## src/rtl/tsx_pkg.sv

```systemverilog
package tsx_pkg;

   localparam int SLOTS_PER_FRAME = 32;
   localparam int BITS_PER_SLOT   = 8;
   localparam int SLOT_W          = $clog2(SLOTS_PER_FRAME);
   localparam int BIT_W           = $clog2(BITS_PER_SLOT);
   localparam int POS_W           = SLOT_W + BIT_W;
   localparam int FRAME_SLOT      = 0;
   localparam int SIG_SLOT        = 16;
   localparam int MAX_PORTS       = SLOTS_PER_FRAME - 2;

   typedef logic [SLOT_W-1:0]        slot_t;
   typedef logic [BIT_W-1:0]         bitn_t;
   typedef logic [BITS_PER_SLOT-1:0] octet_t;

   // A slot can be owned by a port unless it carries framing or signalling.
   function automatic logic is_access(slot_t s);
      return (s != slot_t'(FRAME_SLOT)) && (s != slot_t'(SIG_SLOT));
   endfunction

   // Slot taken by port idx when ports are assigned in the fixed sequence.
   function automatic slot_t prio_slot(int idx);
      slot_t r;
      case (idx)
         0:  r = 5'd6;   1:  r = 5'd22;  2:  r = 5'd14;  3:  r = 5'd30;
         4:  r = 5'd2;   5:  r = 5'd18;  6:  r = 5'd10;  7:  r = 5'd26;
         8:  r = 5'd4;   9:  r = 5'd20;  10: r = 5'd12;  11: r = 5'd28;
         12: r = 5'd8;   13: r = 5'd24;  14: r = 5'd5;   15: r = 5'd21;
         16: r = 5'd13;  17: r = 5'd29;  18: r = 5'd1;   19: r = 5'd17;
         20: r = 5'd9;   21: r = 5'd25;  22: r = 5'd3;   23: r = 5'd19;
         24: r = 5'd11;  25: r = 5'd27;  26: r = 5'd7;   27: r = 5'd23;
         28: r = 5'd15;  29: r = 5'd31;
         default: r = 5'd0;
      endcase
      return r;
   endfunction

endpackage

```

## src/rtl/tsx_slot_timer.sv

```systemverilog
module tsx_slot_timer
   import tsx_pkg::*;
(
   input  logic  clk,
   input  logic  rst_n,
   input  logic  in_en,
   input  logic  in_fs,
   output slot_t cur_slot,
   output bitn_t cur_bit
);

   logic [POS_W-1:0] cnt;
   logic [POS_W-1:0] pos;

   // A qualified frame marker forces the current bit to position zero.
   assign pos = (in_en && in_fs) ? '0 : cnt;

   always_ff @(posedge clk) begin
      if (!rst_n) begin
         cnt <= '0;
      end else if (in_en) begin
         cnt <= pos + 1'b1;
      end
   end

   assign cur_slot = pos[POS_W-1:BIT_W];
   assign cur_bit  = pos[BIT_W-1:0];

endmodule

```

## src/rtl/tsx_port_cfg.sv

```systemverilog
module tsx_port_cfg
   import tsx_pkg::*;
#(
   parameter int NPORTS = 4
)(
   input  logic                     clk,
   input  logic                     rst_n,
   input  logic                     load,
   input  logic                     cfg_dflt,
   input  logic [NPORTS-1:0]        cfg_en,
   input  logic [NPORTS*SLOT_W-1:0] cfg_slot,
   output logic [NPORTS-1:0]        act,
   output logic [NPORTS*SLOT_W-1:0] act_slot,
   output logic [NPORTS-1:0]        cfg_err
);

   logic [NPORTS-1:0] eff_en;
   logic [NPORTS-1:0] bad;
   slot_t             eff_slot [NPORTS];

   // Pick the requested slot per port, either from its field or the sequence.
   always_comb begin
      for (int p = 0; p < NPORTS; p++) begin
         eff_en[p]   = cfg_dflt | cfg_en[p];
         eff_slot[p] = cfg_dflt ? prio_slot(p) : cfg_slot[p*SLOT_W +: SLOT_W];
      end
   end

   // Refuse reserved slots, and any slot already claimed by a lower index.
   always_comb begin
      for (int p = 0; p < NPORTS; p++) begin
         bad[p] = eff_en[p] & ~is_access(eff_slot[p]);
         for (int q = 0; q < NPORTS; q++) begin
            if (q < p && eff_en[q] && eff_en[p] && eff_slot[q] == eff_slot[p]) begin
               bad[p] = 1'b1;
            end
         end
      end
   end

   // Shadow registers: a new assignment lands only on a frame marker.
   always_ff @(posedge clk) begin
      if (!rst_n) begin
         act      <= '0;
         act_slot <= '0;
         cfg_err  <= '0;
      end else if (load) begin
         act     <= eff_en & ~bad;
         cfg_err <= bad;
         for (int p = 0; p < NPORTS; p++) begin
            act_slot[p*SLOT_W +: SLOT_W] <= eff_slot[p];
         end
      end
   end

endmodule

```

## src/rtl/tsx_lane.sv

```systemverilog
module tsx_lane
   import tsx_pkg::*;
(
   input  logic   clk,
   input  logic   rst_n,
   input  logic   act,
   input  slot_t  act_slot,
   input  slot_t  cur_slot,
   input  bitn_t  cur_bit,
   input  logic   in_en,
   input  logic   in_bit,
   input  octet_t trib,
   input  logic   inhibit,
   input  logic   ais,
   output logic   hit,
   output logic   ais_on,
   output logic   ovr,
   output logic   ovr_bit,
   output logic   drop_valid,
   output octet_t drop_data
);

   localparam bitn_t LAST_BIT = bitn_t'(BITS_PER_SLOT - 1);

   logic   first;
   octet_t hold_q;
   logic   inh_q;
   logic   ais_q;
   octet_t cur_hold;
   logic   cur_inh;
   logic   cur_ais;
   bitn_t  sel;
   octet_t dsh;

   assign hit   = act && in_en && (cur_slot == act_slot);
   assign first = hit && (cur_bit == '0);

   // Octet and controls are frozen for the slot at its first bit.
   always_ff @(posedge clk) begin
      if (!rst_n) begin
         hold_q <= '0;
         inh_q  <= 1'b0;
         ais_q  <= 1'b0;
      end else if (first) begin
         hold_q <= trib;
         inh_q  <= inhibit;
         ais_q  <= ais;
      end
   end

   assign cur_hold = first ? trib    : hold_q;
   assign cur_inh  = first ? inhibit : inh_q;
   assign cur_ais  = first ? ais     : ais_q;
   assign sel      = LAST_BIT - cur_bit;

   assign ais_on  = hit && cur_ais;
   assign ovr     = hit && (cur_ais || !cur_inh);
   assign ovr_bit = cur_ais | cur_hold[sel];

   // Drop path: shift the slot in, publish the octet on its last bit.
   always_ff @(posedge clk) begin
      if (!rst_n) begin
         dsh        <= '0;
         drop_data  <= '0;
         drop_valid <= 1'b0;
      end else begin
         drop_valid <= hit && (cur_bit == LAST_BIT);
         if (hit) begin
            dsh <= {dsh[BITS_PER_SLOT-2:0], in_bit};
         end
         if (hit && (cur_bit == LAST_BIT)) begin
            drop_data <= {dsh[BITS_PER_SLOT-2:0], in_bit};
         end
      end
   end

endmodule

```

## src/rtl/tsx_drop_insert.sv

```systemverilog
module tsx_drop_insert
   import tsx_pkg::*;
#(
   parameter int NPORTS = 4
)(
   input  logic                            clk,
   input  logic                            rst_n,
   input  logic                            in_en,
   input  logic                            in_fs,
   input  logic                            in_bit,
   input  logic                            cfg_dflt,
   input  logic [NPORTS-1:0]               cfg_en,
   input  logic [NPORTS*SLOT_W-1:0]        cfg_slot,
   input  logic [NPORTS-1:0]               ins_inhibit,
   input  logic [NPORTS-1:0]               ins_ais,
   input  logic [NPORTS*BITS_PER_SLOT-1:0] trib_data,
   output logic                            out_en,
   output logic                            out_bit,
   output logic [NPORTS-1:0]               drop_valid,
   output logic [NPORTS*BITS_PER_SLOT-1:0] drop_data,
   output logic [NPORTS-1:0]               cfg_err
);

   if (NPORTS < 1 || NPORTS > MAX_PORTS) begin : g_bad_nports
      $error("tsx_drop_insert: NPORTS must lie in 1..%0d", MAX_PORTS);
   end
   if (SLOTS_PER_FRAME != (1 << SLOT_W)) begin : g_bad_slots
      $error("tsx_drop_insert: slot count must be a power of two");
   end
   if (BITS_PER_SLOT != (1 << BIT_W)) begin : g_bad_bits
      $error("tsx_drop_insert: slot width must be a power of two");
   end

   slot_t                    cur_slot;
   bitn_t                    cur_bit;
   logic [NPORTS-1:0]        act;
   logic [NPORTS*SLOT_W-1:0] act_slot;
   logic [NPORTS-1:0]        lane_hit;
   logic [NPORTS-1:0]        lane_ais;
   logic [NPORTS-1:0]        lane_ovr;
   logic [NPORTS-1:0]        lane_obit;
   logic                     ovr_any;
   logic                     ovr_val;

   tsx_slot_timer u_timer (
      .clk      (clk),
      .rst_n    (rst_n),
      .in_en    (in_en),
      .in_fs    (in_fs),
      .cur_slot (cur_slot),
      .cur_bit  (cur_bit)
   );

   tsx_port_cfg #(.NPORTS(NPORTS)) u_cfg (
      .clk      (clk),
      .rst_n    (rst_n),
      .load     (in_en && in_fs),
      .cfg_dflt (cfg_dflt),
      .cfg_en   (cfg_en),
      .cfg_slot (cfg_slot),
      .act      (act),
      .act_slot (act_slot),
      .cfg_err  (cfg_err)
   );

   for (genvar p = 0; p < NPORTS; p++) begin : g_lane
      tsx_lane u_lane (
         .clk        (clk),
         .rst_n      (rst_n),
         .act        (act[p]),
         .act_slot   (act_slot[p*SLOT_W +: SLOT_W]),
         .cur_slot   (cur_slot),
         .cur_bit    (cur_bit),
         .in_en      (in_en),
         .in_bit     (in_bit),
         .trib       (trib_data[p*BITS_PER_SLOT +: BITS_PER_SLOT]),
         .inhibit    (ins_inhibit[p]),
         .ais        (ins_ais[p]),
         .hit        (lane_hit[p]),
         .ais_on     (lane_ais[p]),
         .ovr        (lane_ovr[p]),
         .ovr_bit    (lane_obit[p]),
         .drop_valid (drop_valid[p]),
         .drop_data  (drop_data[p*BITS_PER_SLOT +: BITS_PER_SLOT])
      );
   end

   // Owned slots are unique, so at most one lane overrides a given bit.
   assign ovr_any = |lane_ovr;
   assign ovr_val = |(lane_ovr & lane_obit);

   always_ff @(posedge clk) begin
      if (!rst_n) begin
         out_en  <= 1'b0;
         out_bit <= 1'b0;
      end else begin
         out_en  <= in_en;
         out_bit <= ovr_any ? ovr_val : in_bit;
      end
   end

endmodule

```

## config.mk

```make
export PLATFORM = sky130hd
export DESIGN_NAME = tsx_drop_insert
export DESIGN_NICKNAME = d
export VERILOG_FILES = /design/src/rtl/tsx_pkg.sv /design/src/rtl/tsx_slot_timer.sv /design/src/rtl/tsx_port_cfg.sv /design/src/rtl/tsx_lane.sv /design/src/rtl/tsx_drop_insert.sv
export SDC_FILE = /design/constraint.sdc
export NUM_CORES = 1
export LEC_CHECK = 0
export BUFFER_PORTS_ARGS = -buffer_cell sky130_fd_sc_hd__buf_4
export CORE_MARGIN = 1
export CORE_UTILIZATION = 35
export CTS_CLUSTER_DIAMETER = 50
export DETAILED_ROUTE_END_ITERATION = 8
export PLACE_DENSITY_LB_ADDON = 0.05
export SLEW_MARGIN = 25
export SYNTH_ARGS = -nofsm -noshare
export SYNTH_HDL_FRONTEND = slang
export SYNTH_SLANG_ARGS = --single-unit
```

## constraint.sdc

```tcl
create_clock -name clk -period 9.7 [get_ports clk]
set_input_delay 0.97 -clock clk [delete_from_list [all_inputs] [get_ports clk]]
set_output_delay 0.97 -clock clk [all_outputs]
set_load 0.005 [all_outputs]
```

==> impl_metrics.toml <==
[power_and_ir_drop]
total_power_mw = 1.399
power_frac_comb = 0.096
power.density_mw_per_mm2 = 162.0
power_frac_seq = 0.430
swShare = 0.2746
switching_power_mw = 0.3842
peakVddDrop_mv = 0.1138
clock_power_share = 0.474
power_leakage_nw = 3.394
internal-power_mw = 1.015

[placed_design]
port-buffer-count = 111
place.gp.congestion = 0.9081
dp.cells = 1175
dpl.hpwl_um = 14310

[hold_path]
holdPathEnd = "g_lane[1].u_lane.drop_data[3]$_SDFFE_PN0P_"
hold_class = "reg -> reg"
min_from = "g_lane[1].u_lane.drop_data[3]$_SDFFE_PN0P_"
min_path_cells = 2

[floorplan]
dieArea_sq_mm = 0.02096
rows = 51
core-area_sq_mm = 0.01972
start_util = 0.3618
chipWidth_um = 144.8
io_pins = 112
die_h_um = 144.8

[route]
wl_um = 20280
ant_nets = 0
drcViolationCount = 0
via_per_inst = 5.185
routed-via-count = 6258
drt-initial-drc-count = 294
wl_per_cell_um = 16.81
firstDrtPassIters = 4

[clocking]
ctsHtreeMaxLevel = 4
cts_tree = "yes"
numCtsBuffers = 17
clock-sinks = 142
clk_path_buf_depth = 2
clkSlewWorstSetupHoldPaths_ps = 70
clk_latency_ps = 430
ctsResizeCount = 0
root_buffer = "clkbuf_16"
cts_hold_buf = 0
post_cts_buffers = 0

[logic_synthesis]
ys_types = 76
yosysWarnings = 0
synth_edf_count = 0
ys_ff_latch = 142
syn_inst = 858
yosys_most_used_dff = "dfxtp_1"
synth-seq-area-share = 0.3985
synth_nets = 931
async_flop_share = 0
synth_area_per_cell_sq_um = 8.315
synthesis.area_sq_mm = 0.007134

[layout]
instances_no_fill = 1207
n_antenna_cell = 0
fin_util = 0.4380
syn_to_final_growth_pct = 21.05
nNetsFinal = 1002
drive_gt1_frac = 0.1858

[status]
status = "completed"

[setup_path]
slowest_stage = "and2_1"
rr_worst_depth = 10
crit_buf_inv = 2
cp_top_family = "simple AND/OR/NAND/NOR gates"
endpoint_kind = "flip-flop"
r2r_end = "out_bit$_SDFF_PN0_"
crit_chain = "buf_4, nand2_1, and2_1, inv_2, ha_1, and2_1, o211a_1, nand2_2, mux4_2, o2111ai_1, a22oi_1, o211ai_1"
crit_path_start_kind = "input port"
max_stage_delay_ps = 500
r2r_setup_slack_ps = 6050
critPathMostFrequentCell = "and2_1"
required_ps = 10050
worstPathArrival_ps = 4490
critPathMaxFanout = 19
rr_startpoint = "u_timer.cnt[0]$_SDFFE_PN0P_"
path_class = "in -> reg"

[sta]
setup_viol = 0
slew_headroom = 0.2917
clock_skew_ps = 10.07
fmax_mhz = 241.4
final-hold-violation-count = 0
whs_ps = 451.2
period_needed_ps = 4142
setup_tns_ps = 0
worst_pin_slew_ps = 1058
timing_max_transition_violations_final = 0
fin_crit_sh = 0.4270
rsz0062_at_grt = "false"

[global_routing]
grt_pass1_vias = 5987
grtUsageTotal = 0.2000
antenna_found_initial = 0
grt_first_pass_wirelength_um = 31900
grt_max_degree = 68
overflow = 0

[flow_run]
cap_violations = 0
## how the worst max path moves through the flow
stage / start / endpoint / depth (start not counted) / slack [ps]
3_3_place_gp: in_en / out_bit$_SDFF_PN0_ / 12 / 5350
4_1_cts: in_en / out_bit$_SDFF_PN0_ / 12 / 5600
3_5_place_dp: in_en / out_bit$_SDFF_PN0_ / 12 / 5150
2_1_floorplan: in_en / out_bit$_SDFF_PN0_ / 16 / 5780
6_report: in_en / out_bit$_SDFF_PN0_ / 12 / 5560
5_1_grt: in_en / out_bit$_SDFF_PN0_ / 12 / 5300
## cell families after synthesis
group | count (synthesis) | synth area share
fa+ha+maj | 3 | 0.005262
simple gates | 374 | 0.2604
xor+xnor | 35 | 0.04297
flops | 142 | 0.3985
mux | 56 | 0.08436
buf+inv | 82 | 0.05068
compound gates | 166 | 0.1578
## registers in the layout, summed over array words and instances (netlist names)
register and cells:
g_lane.u_lane.dsh 28, u_cfg.cfg_err 4, g_lane.u_lane.inh_q 4, g_lane.u_lane.drop_valid 4
u_cfg.act_slot 20, g_lane.u_lane.drop_data 32, u_cfg.act 4, g_lane.u_lane.hold_q 32
u_timer.cnt 8, g_lane.u_lane.ais_q 4, out_en 1, out_bit 1
## Yosys cell counts, types with 7 or more instances
master | count | area [sq um]
a211oi_1 | 9 | 67.56
a21boi_0 | 11 | 82.58
a21oi_1 | 73 | 365.4
a31oi_1 | 12 | 75.07
and2_1 | 10 | 62.56
and3_1 | 10 | 62.56
buf_2 | 10 | 50.05
buf_4 | 9 | 67.56
clkbuf_1 | 38 | 142.6
dfxtp_1 | 142 | 2843
inv_1 | 17 | 63.81
mux2i_1 | 50 | 500.5
nand2_1 | 103 | 386.6
nand2b_1 | 12 | 75.07
nand3_1 | 45 | 225.2
nand3b_1 | 8 | 60.06
nand4_1 | 8 | 50.05
nor2_1 | 104 | 390.4
nor2b_1 | 9 | 56.30
nor3_1 | 27 | 135.1
nor4_1 | 10 | 62.56
o21a_1 | 7 | 52.55
o21ai_0 | 11 | 55.05
xnor2_1 | 16 | 140.1
xor2_1 | 19 | 166.4
## metrics by stage
| step | instance area, sq um | setup slack, ps |
|---|---|---|
| floorplan | 7134 | 5778 |
| global placement | 8040 | 5352 |
| detailed placement | 8040 | 5151 |
| CTS | 8636 | 5602 |
| global route | 8636 | 5305 |
| finish | 8636 | 5558 |
## routing by layer
layer,up-vias,share of wire,global-route usage,wire (um)
li1,3146,-,-,-
met1,2933,0.49,0.2677,9861
met2,150,0.45,0.3209,9158
met3,29,0.045,0.03883,906
met4,0,0.018,0.06704,357
met5,-,0,0,0
## cell type report
class	instances	area, sq um
Inverter	19	72.57
Tap cell	265	331.6
Fill cell	1931	11080
Timing Repair Buffer	115	863.3
Clock inverter	15	170.2
Multi-Input combinational cell	634	3930
Sequential cell	142	2843
Clock buffer	17	425.4
## worst register-to-register path: cells and delay by family (launching register included)
kind            cells  cell delay [ps]
flops               1              370
compound gates      4              990
simple gates        3             1030
buf+inv             1              280
mux                 1              490
fa+ha+maj           1              410
## placed cells by master (no fill, tap or decap), types with 4 or more instances in the layout
master,instances
buf_4,115
inv_1,16
o2111ai_1,5
nand2b_1,12
nand3_1,45
a31oi_1,12
and3_1,10
inv_6,5
mux2i_1,50
xor2_1,19
a211oi_1,9
nor2b_1,9
nor3b_1,4
inv_8,5
xnor2_1,16
nor2_1,104
nor4_1,10
nand2_1,103
nand4_1,8
a21boi_0,11
o21a_1,7
o21ai_0,11
nand3b_1,8
and2_1,10
a21oi_1,73
clkbuf_16,17
nor3_1,27
dfxtp_1,142
## power by group through the flow
stage / registers (mW) / clock network [mW] / logic (mW)
4_1_cts: 0.601 / 0.682 / 0.135
5_1_grt: 0.602 / 0.708 / 0.147
3_5_place_dp: 0.614 / 0 / 0.135
6_report: 0.601 / 0.663 / 0.135
2_1_floorplan: 0.612 / 0 / 0.0830
3_3_place_gp: 0.614 / 0 / 0.133
No activity file was read; power rests on OpenSTA's default activity.
